==> config.mk <==
export PLATFORM = sky130hd
export DESIGN_NAME = nv_key_detector
export DESIGN_NICKNAME = d
export VERILOG_FILES = /design/src/rtl/nvk_pkg.sv /design/src/rtl/nvk_access_sense.sv /design/src/rtl/nvk_seq_fsm.sv /design/src/rtl/nvk_op_timer.sv /design/src/rtl/nv_key_detector.sv
export SDC_FILE = /design/constraint.sdc
export NUM_CORES = 1
export LEC_CHECK = 0
export ABC_AREA = 1
export BUFFER_PORTS_ARGS = -buffer_cell sky130_fd_sc_hd__buf_2
export CAP_MARGIN = 20
export CORE_ASPECT_RATIO = 1.5
export CORE_MARGIN = 8
export CORE_UTILIZATION = 48
export CTS_BUF_LIST = sky130_fd_sc_hd__clkbuf_16
export CTS_CLUSTER_SIZE = 10
export DETAILED_ROUTE_END_ITERATION = 6
export GPL_TIMING_DRIVEN = 0
export PLACE_DENSITY = 0.82
export SYNTH_ARGS = -nofsm -noshare
export SYNTH_HDL_FRONTEND = slang
export SYNTH_SLANG_ARGS = --single-unit
==> constraint.sdc <==
create_clock -name clk -period 1.69 [get_ports clk]
set_clock_uncertainty 0.2 [all_clocks]
set_input_delay 0.507 -clock clk [delete_from_list [all_inputs] [get_ports clk]]
set_output_delay 0.507 -clock clk [all_outputs]
set_load 0.01 [all_outputs]
==> src/rtl/nvk_pkg.sv <==
package nvk_pkg;
  localparam int KEY_W   = 14;
  localparam int PREFIX  = 5;
  localparam int STEP_W  = $clog2(PREFIX + 1);

  typedef logic [KEY_W-1:0] key_t;

  localparam key_t STORE_TAIL  = 14'h0FC0;
  localparam key_t RECALL_TAIL = 14'h0C63;

  function automatic key_t prefix_key(input int idx);
    case (idx)
      0:       return 14'h0E38;
      1:       return 14'h31C7;
      2:       return 14'h03E0;
      3:       return 14'h3C1F;
      default: return 14'h303F;
    endcase
  endfunction
endpackage

==> src/rtl/nvk_access_sense.sv <==
module nvk_access_sense (
  input  logic clk,
  input  logic rst,
  input  logic ce_n,
  input  logic we_n,
  output logic rd_evt,
  output logic wr_evt
);
  logic ce_q;

  always_ff @(posedge clk) begin
    if (rst) ce_q <= 1'b1;
    else     ce_q <= ce_n;
  end

  assign rd_evt = ce_q & ~ce_n & we_n;
  assign wr_evt = ~ce_n & ~we_n;

  // A read event needs a fresh chip-enable fall: never two in a row
  p_single_event_r2: assert property (@(posedge clk) disable iff (rst)
    rd_evt |=> !rd_evt);
endmodule

==> src/rtl/nvk_seq_fsm.sv <==
module nvk_seq_fsm
  import nvk_pkg::*;
(
  input  logic              clk,
  input  logic              rst,
  input  logic              rd_evt,
  input  logic              wr_evt,
  input  key_t              key_addr,
  input  logic              supply_ok,
  input  logic              busy,
  output logic [STEP_W-1:0] step_q,
  output logic              hit_store,
  output logic              hit_recall,
  output logic              store_req,
  output logic              recall_req
);
  logic [PREFIX-1:0] pre_hit;
  logic              cur_hit;
  logic              tail_store;
  logic              tail_recall;
  logic [STEP_W-1:0] step_d;

  for (genvar g = 0; g < PREFIX; g++) begin : g_cmp
    assign pre_hit[g] = (key_addr == prefix_key(g));
  end

  assign tail_store  = (key_addr == STORE_TAIL);
  assign tail_recall = (key_addr == RECALL_TAIL);

  always_comb begin
    cur_hit = 1'b0;
    for (int i = 0; i < PREFIX; i++) begin
      if (step_q == STEP_W'(i)) cur_hit = pre_hit[i];
    end
  end

  always_comb begin
    step_d     = step_q;
    hit_store  = 1'b0;
    hit_recall = 1'b0;
    if (busy) begin
      step_d = '0;
    end else if (wr_evt) begin
      step_d = '0;
    end else if (rd_evt) begin
      if (step_q < STEP_W'(PREFIX)) begin
        if (cur_hit)         step_d = step_q + STEP_W'(1);
        else if (pre_hit[0]) step_d = STEP_W'(1);
        else                 step_d = '0;
      end else if (tail_store && supply_ok) begin
        hit_store = 1'b1;
        step_d    = '0;
      end else if (tail_recall) begin
        hit_recall = 1'b1;
        step_d     = '0;
      end else if (pre_hit[0]) begin
        step_d = STEP_W'(1);
      end else begin
        step_d = '0;
      end
    end
  end

  always_ff @(posedge clk) begin
    if (rst) begin
      step_q     <= '0;
      store_req  <= 1'b0;
      recall_req <= 1'b0;
    end else begin
      step_q     <= step_d;
      store_req  <= hit_store;
      recall_req <= hit_recall;
    end
  end

  p_req_exclusive_r4: assert property (@(posedge clk) disable iff (rst)
    $onehot0({store_req, recall_req}));

  p_store_pulse_r4: assert property (@(posedge clk) disable iff (rst)
    store_req |=> !store_req);

  p_recall_pulse_r5: assert property (@(posedge clk) disable iff (rst)
    recall_req |=> !recall_req);

  p_store_supply_r11: assert property (@(posedge clk) disable iff (rst)
    store_req |-> $past(supply_ok));

  p_write_clears_r7: assert property (@(posedge clk) disable iff (rst)
    wr_evt |=> step_q == '0);

  p_step_by_one_r3: assert property (@(posedge clk) disable iff (rst)
    (step_q > $past(step_q)) |-> (step_q == $past(step_q) + STEP_W'(1)));

  p_step_range_r3: assert property (@(posedge clk) disable iff (rst)
    step_q <= STEP_W'(PREFIX));
endmodule

==> src/rtl/nvk_op_timer.sv <==
module nvk_op_timer #(
  parameter int STORE_LEN  = 5000,
  parameter int RECALL_LEN = 200
) (
  input  logic clk,
  input  logic rst,
  input  logic start_store,
  input  logic start_recall,
  output logic busy
);
  localparam int MAX_LEN = (STORE_LEN > RECALL_LEN) ? STORE_LEN : RECALL_LEN;
  localparam int CNT_W   = $clog2(MAX_LEN + 1);

  logic [CNT_W-1:0] cnt;

  always_ff @(posedge clk) begin
    if (rst) begin
      busy <= 1'b0;
      cnt  <= '0;
    end else if (!busy && start_store) begin
      busy <= 1'b1;
      cnt  <= CNT_W'(STORE_LEN - 1);
    end else if (!busy && start_recall) begin
      busy <= 1'b1;
      cnt  <= CNT_W'(RECALL_LEN - 1);
    end else if (busy) begin
      if (cnt == '0) busy <= 1'b0;
      else           cnt  <= cnt - CNT_W'(1);
    end
  end

  p_start_sets_busy_r9: assert property (@(posedge clk) disable iff (rst)
    (start_store || start_recall) |=> busy);

  p_no_start_in_busy_r10: assert property (@(posedge clk) disable iff (rst)
    busy |-> !(start_store || start_recall));
endmodule

==> src/rtl/nv_key_detector.sv <==
module nv_key_detector
  import nvk_pkg::*;
#(
  parameter int ADDR_W     = 15,
  parameter int STORE_LEN  = 5000,
  parameter int RECALL_LEN = 200
) (
  input  logic              clk,
  input  logic              rst,
  input  logic              ce_n,
  input  logic              we_n,
  input  logic [ADDR_W-1:0] addr,
  input  logic              supply_ok,
  output logic              store_req,
  output logic              recall_req,
  output logic              array_hold,
  output logic [STEP_W-1:0] key_step
);
  logic rd_evt;
  logic wr_evt;
  logic hit_store;
  logic hit_recall;
  key_t key_addr;

  assign key_addr = addr[KEY_W-1:0];

  nvk_access_sense u_sense (
    .clk    (clk),
    .rst    (rst),
    .ce_n   (ce_n),
    .we_n   (we_n),
    .rd_evt (rd_evt),
    .wr_evt (wr_evt)
  );

  nvk_seq_fsm u_fsm (
    .clk        (clk),
    .rst        (rst),
    .rd_evt     (rd_evt),
    .wr_evt     (wr_evt),
    .key_addr   (key_addr),
    .supply_ok  (supply_ok),
    .busy       (array_hold),
    .step_q     (key_step),
    .hit_store  (hit_store),
    .hit_recall (hit_recall),
    .store_req  (store_req),
    .recall_req (recall_req)
  );

  nvk_op_timer #(
    .STORE_LEN  (STORE_LEN),
    .RECALL_LEN (RECALL_LEN)
  ) u_timer (
    .clk          (clk),
    .rst          (rst),
    .start_store  (hit_store),
    .start_recall (hit_recall),
    .busy         (array_hold)
  );

  p_req_with_hold_r9: assert property (@(posedge clk) disable iff (rst)
    (store_req || recall_req) |-> array_hold);

  p_idle_in_hold_r10: assert property (@(posedge clk) disable iff (rst)
    array_hold |-> key_step == '0);
endmodule

==> flow_summary.toml <==
[layout]
fin_nets = 303
syn2layout_area_growth_pct = 53.61
stdcell_count = 314
drive_gt1_share_pct = 45.09
antenna-diode-count = 0

[grt]
grt_usage_pct = 18.85
grt_max_degree = 12
antenna_found_initial = 0
grt_pass1_wl_um = 7431
grt_pass1_vias = 1736
grt-ovfl-total = 0

[timing]
maxSlewHeadroom_pct = 66.39
min_period_ps = 1898
rsz0062_at_grt = "true"
setup_slack_ps = -207.8
fin_crit_sh_pct = 112.3
clock.fmax_ghz = 0.5269
hold_viol_final = 0
drv_slew = 0
tightestPinTransition_ps = 504.1
setup_violations = 18

[critical_path]
cp.arrival_ps = 1850
end_kind = "flip-flop"
worstSetupEndpoint = "u_timer.cnt[6]"
critPathKind = "flip-flop to flip-flop"
crit_fanout = 3
reg2reg_depth = 12
reg2reg_to = "u_timer.cnt[6]"
cp.required_ps = 1640
r2r_start = "u_timer.cnt[0]"
startpoint = "u_timer.cnt[0]"
cp-start-kind = "flip-flop"
rrSetupSlack_ps = -210

[power]
p_leak_nw = 1.000
peakVddDrop_mv = 0.6933
power_density_nw_per_um2 = 504.3
total_power_mw = 1.114

[detailed_routing]
wl_met1_um = 1901
antenna_left = 0
via_count = 1770
wl_met3_um = 355
wl_per_cell_um = 17.28
wl_met2_um = 2809
drt-vias-per-instance = 5.637
first_pass_iters = 4
drc = 0
drt_iter0_drc = 146
top_layer = "met4"
wl_um = 5427

[placed_design]
gp_routability_congestion = 0.9291
dpl.hpwl_um = 2738
dp_cells = 288
numPortBuffers = 23
place_ws_ps = -325.7

[hold_path]
holdCritPathClass = "input port to flip-flop"
min_from = "ce_n"
hold-path-cell-count = 3

[clock_network]
clk_latency_ps = 260
cts_buffers = 3
clk_root_buffer_cell = "clkbuf_16"
cts_tree = "done"
postCtsHoldBufs = 0
path_clk_slew_ps = 60
cts_htree_levels = 1
clock_sinks = 20
clockBufferDepth = 2

[status]
status = "complete, but fails checks"
violations = "setup timing"

[floorplanning]
ioPinCount = 26
initial_core_util_pct = 49.87
rows = 24
core_um2 = 2883
die_height_um = 83.03
die_w_um = 60.69
die_area_um2 = 5038

[logic_synthesis]
yosysSeqAreaShare_pct = 27.85
syn-num-nets = 253
synth_area_um2 = 1438
synth_warnings = 0
synth.distinct_cells = 31
synth_seq_cells = 20
syn_avg_cell_area_um2 = 6.361
synth_cells = 226

[job]
maxCapViolations = 0
-- through the flow --
stage               hold slack (ps)  cell area [µm²]  util, %  TNS, ps
floorplan                     264.1             1450        -        0
global placement              279.1             1614    55.99    -4369
detailed placement            292.7             1614    55.99    -4604
CTS                           260.9             2013    69.84   -134.4
global route                  271.1             2208    76.61    -3439
finish                        252.0             2208    76.61    -2166
-- worst min-delay path by stage --
stage | end | slack (ps)
floorplan | u_timer.cnt[12] | 260
global route | u_sense.ce_q | 270
detailed placement | u_timer.cnt[12] | 290
CTS | u_sense.ce_q | 260
finish | u_sense.ce_q | 250
global placement | u_timer.cnt[12] | 280
-- flip-flops by register name, summed over array words and instances (netlist names) --
| signal | flops |
|---|---|
| u_fsm.recall_req | 1 |
| u_fsm.step_q | 3 |
| u_fsm.store_req | 1 |
| u_timer.busy | 1 |
| u_timer.cnt | 13 |
| u_sense.ce_q | 1 |
-- kinds of logic after synthesis --
group,after synthesis,synth area share (%)
buffers and inverters,39,10.70
AND/OR/NAND/NOR,133,43.43
XOR/XNOR,6,3.655
flip-flops,20,27.85
adder cells (fa/ha/maj),7,6.092
AO/OA/AOI/OAI,21,8.268
-- worst max-delay path, cell delays in order, from the launching register on --
cell	delay, ps
dfxtp_2	350
inv_4	50
ha_4	150
nand2_2	50
nor2_1	40
nand2_1	110
nand2_2	110
clkinv_4	100
nand4_4	120
o21ai_1	250
nand3b_1	120
nand3_1	80
inv_1	40
-- timing repair --
action,4_1_cts,5_1_grt
setup endpoints to repair,16,17
buffers inserted,16,5
gates resized for setup,53,53
pin swaps,28,33
cloned,1,0
-- layer usage --
| layer | global-route usage, % | up-vias |
|---|---|---|
| met4 | 15.57 | 0 |
| li1 | - | 825 |
| met5 | 0 | - |
| met3 | 3.395 | 38 |
| met2 | 34.01 | 79 |
| met1 | 16.58 | 828 |
-- cell type report --
| class | instances | area [µm²] |
|---|---|---|
| flip-flops and latches | 20 | 415.4 |
| clock buffers | 3 | 75.07 |
| inverters | 37 | 163.9 |
| clock inverters | 1 | 3.754 |
| plain buffers | 2 | 18.77 |
| fillers | 176 | 674.4 |
| well taps | 39 | 48.80 |
| multi-input cells | 167 | 1132 |
| repair buffers | 45 | 350.3 |
-- report_power, final --
part	leakage [nW]	internal, mW	total, mW	switching [mW]
clock	0.0385	0.316	0.499	0.184
sequential	0.166	0.471	0.475	0.00384
combinational	0.796	0.0559	0.139	0.0832
-- cells in the final DEF, fill, tap and decap left out, types with 2 or more instances in the layout --
cell type / synthesis / final
nand3b_1: 3 / 3
ha_1: 7 / 2
nor2_2: 2 / 8
nor2_4: 1 / 8
o21ai_1: 0 / 2
nand3_2: 1 / 4
ha_4: 0 / 4
nand2_1: 51 / 40
xor2_1: 6 / 6
nor2_1: 38 / 25
buf_6: 1 / 8
inv_6: 0 / 2
inv_4: 0 / 4
o21ai_0: 5 / 2
nand2_2: 2 / 11
clkbuf_16: 0 / 3
nand2_4: 1 / 3
a21oi_2: 1 / 6
a21oi_1: 10 / 4
buf_2: 0 / 18
nor3_1: 5 / 2
dfxtp_2: 0 / 6
dfxtp_4: 0 / 2
inv_2: 3 / 4
nor3_2: 0 / 3
a31oi_1: 3 / 2
buf_8: 0 / 2
buf_4: 0 / 17
nand4_1: 9 / 9
nand3_1: 13 / 10
dfxtp_1: 20 / 12
inv_1: 34 / 26
-- synth_stat cells (all sizes together) --
cell type | count | area (µm²)
a21oi | 11 | 58.81
nor3 | 5 | 25.02
nand3 | 14 | 75.07
inv | 37 | 138.9
nor4 | 2 | 18.77
a31oi | 3 | 18.77
dfxtp | 20 | 400.4
or2 | 1 | 6.260
nand3b | 3 | 22.52
nor3b | 2 | 20.02
ha | 7 | 87.58
o21ai | 6 | 33.78
buf | 1 | 11.26
o31ai | 1 | 7.510
xor2 | 6 | 52.55
nor2 | 41 | 166.4
clkbuf | 1 | 3.750
nand4 | 10 | 68.81
nand2 | 54 | 215.2
and2 | 1 | 6.260
Note: power is estimated with default switching activity, not from simulation.
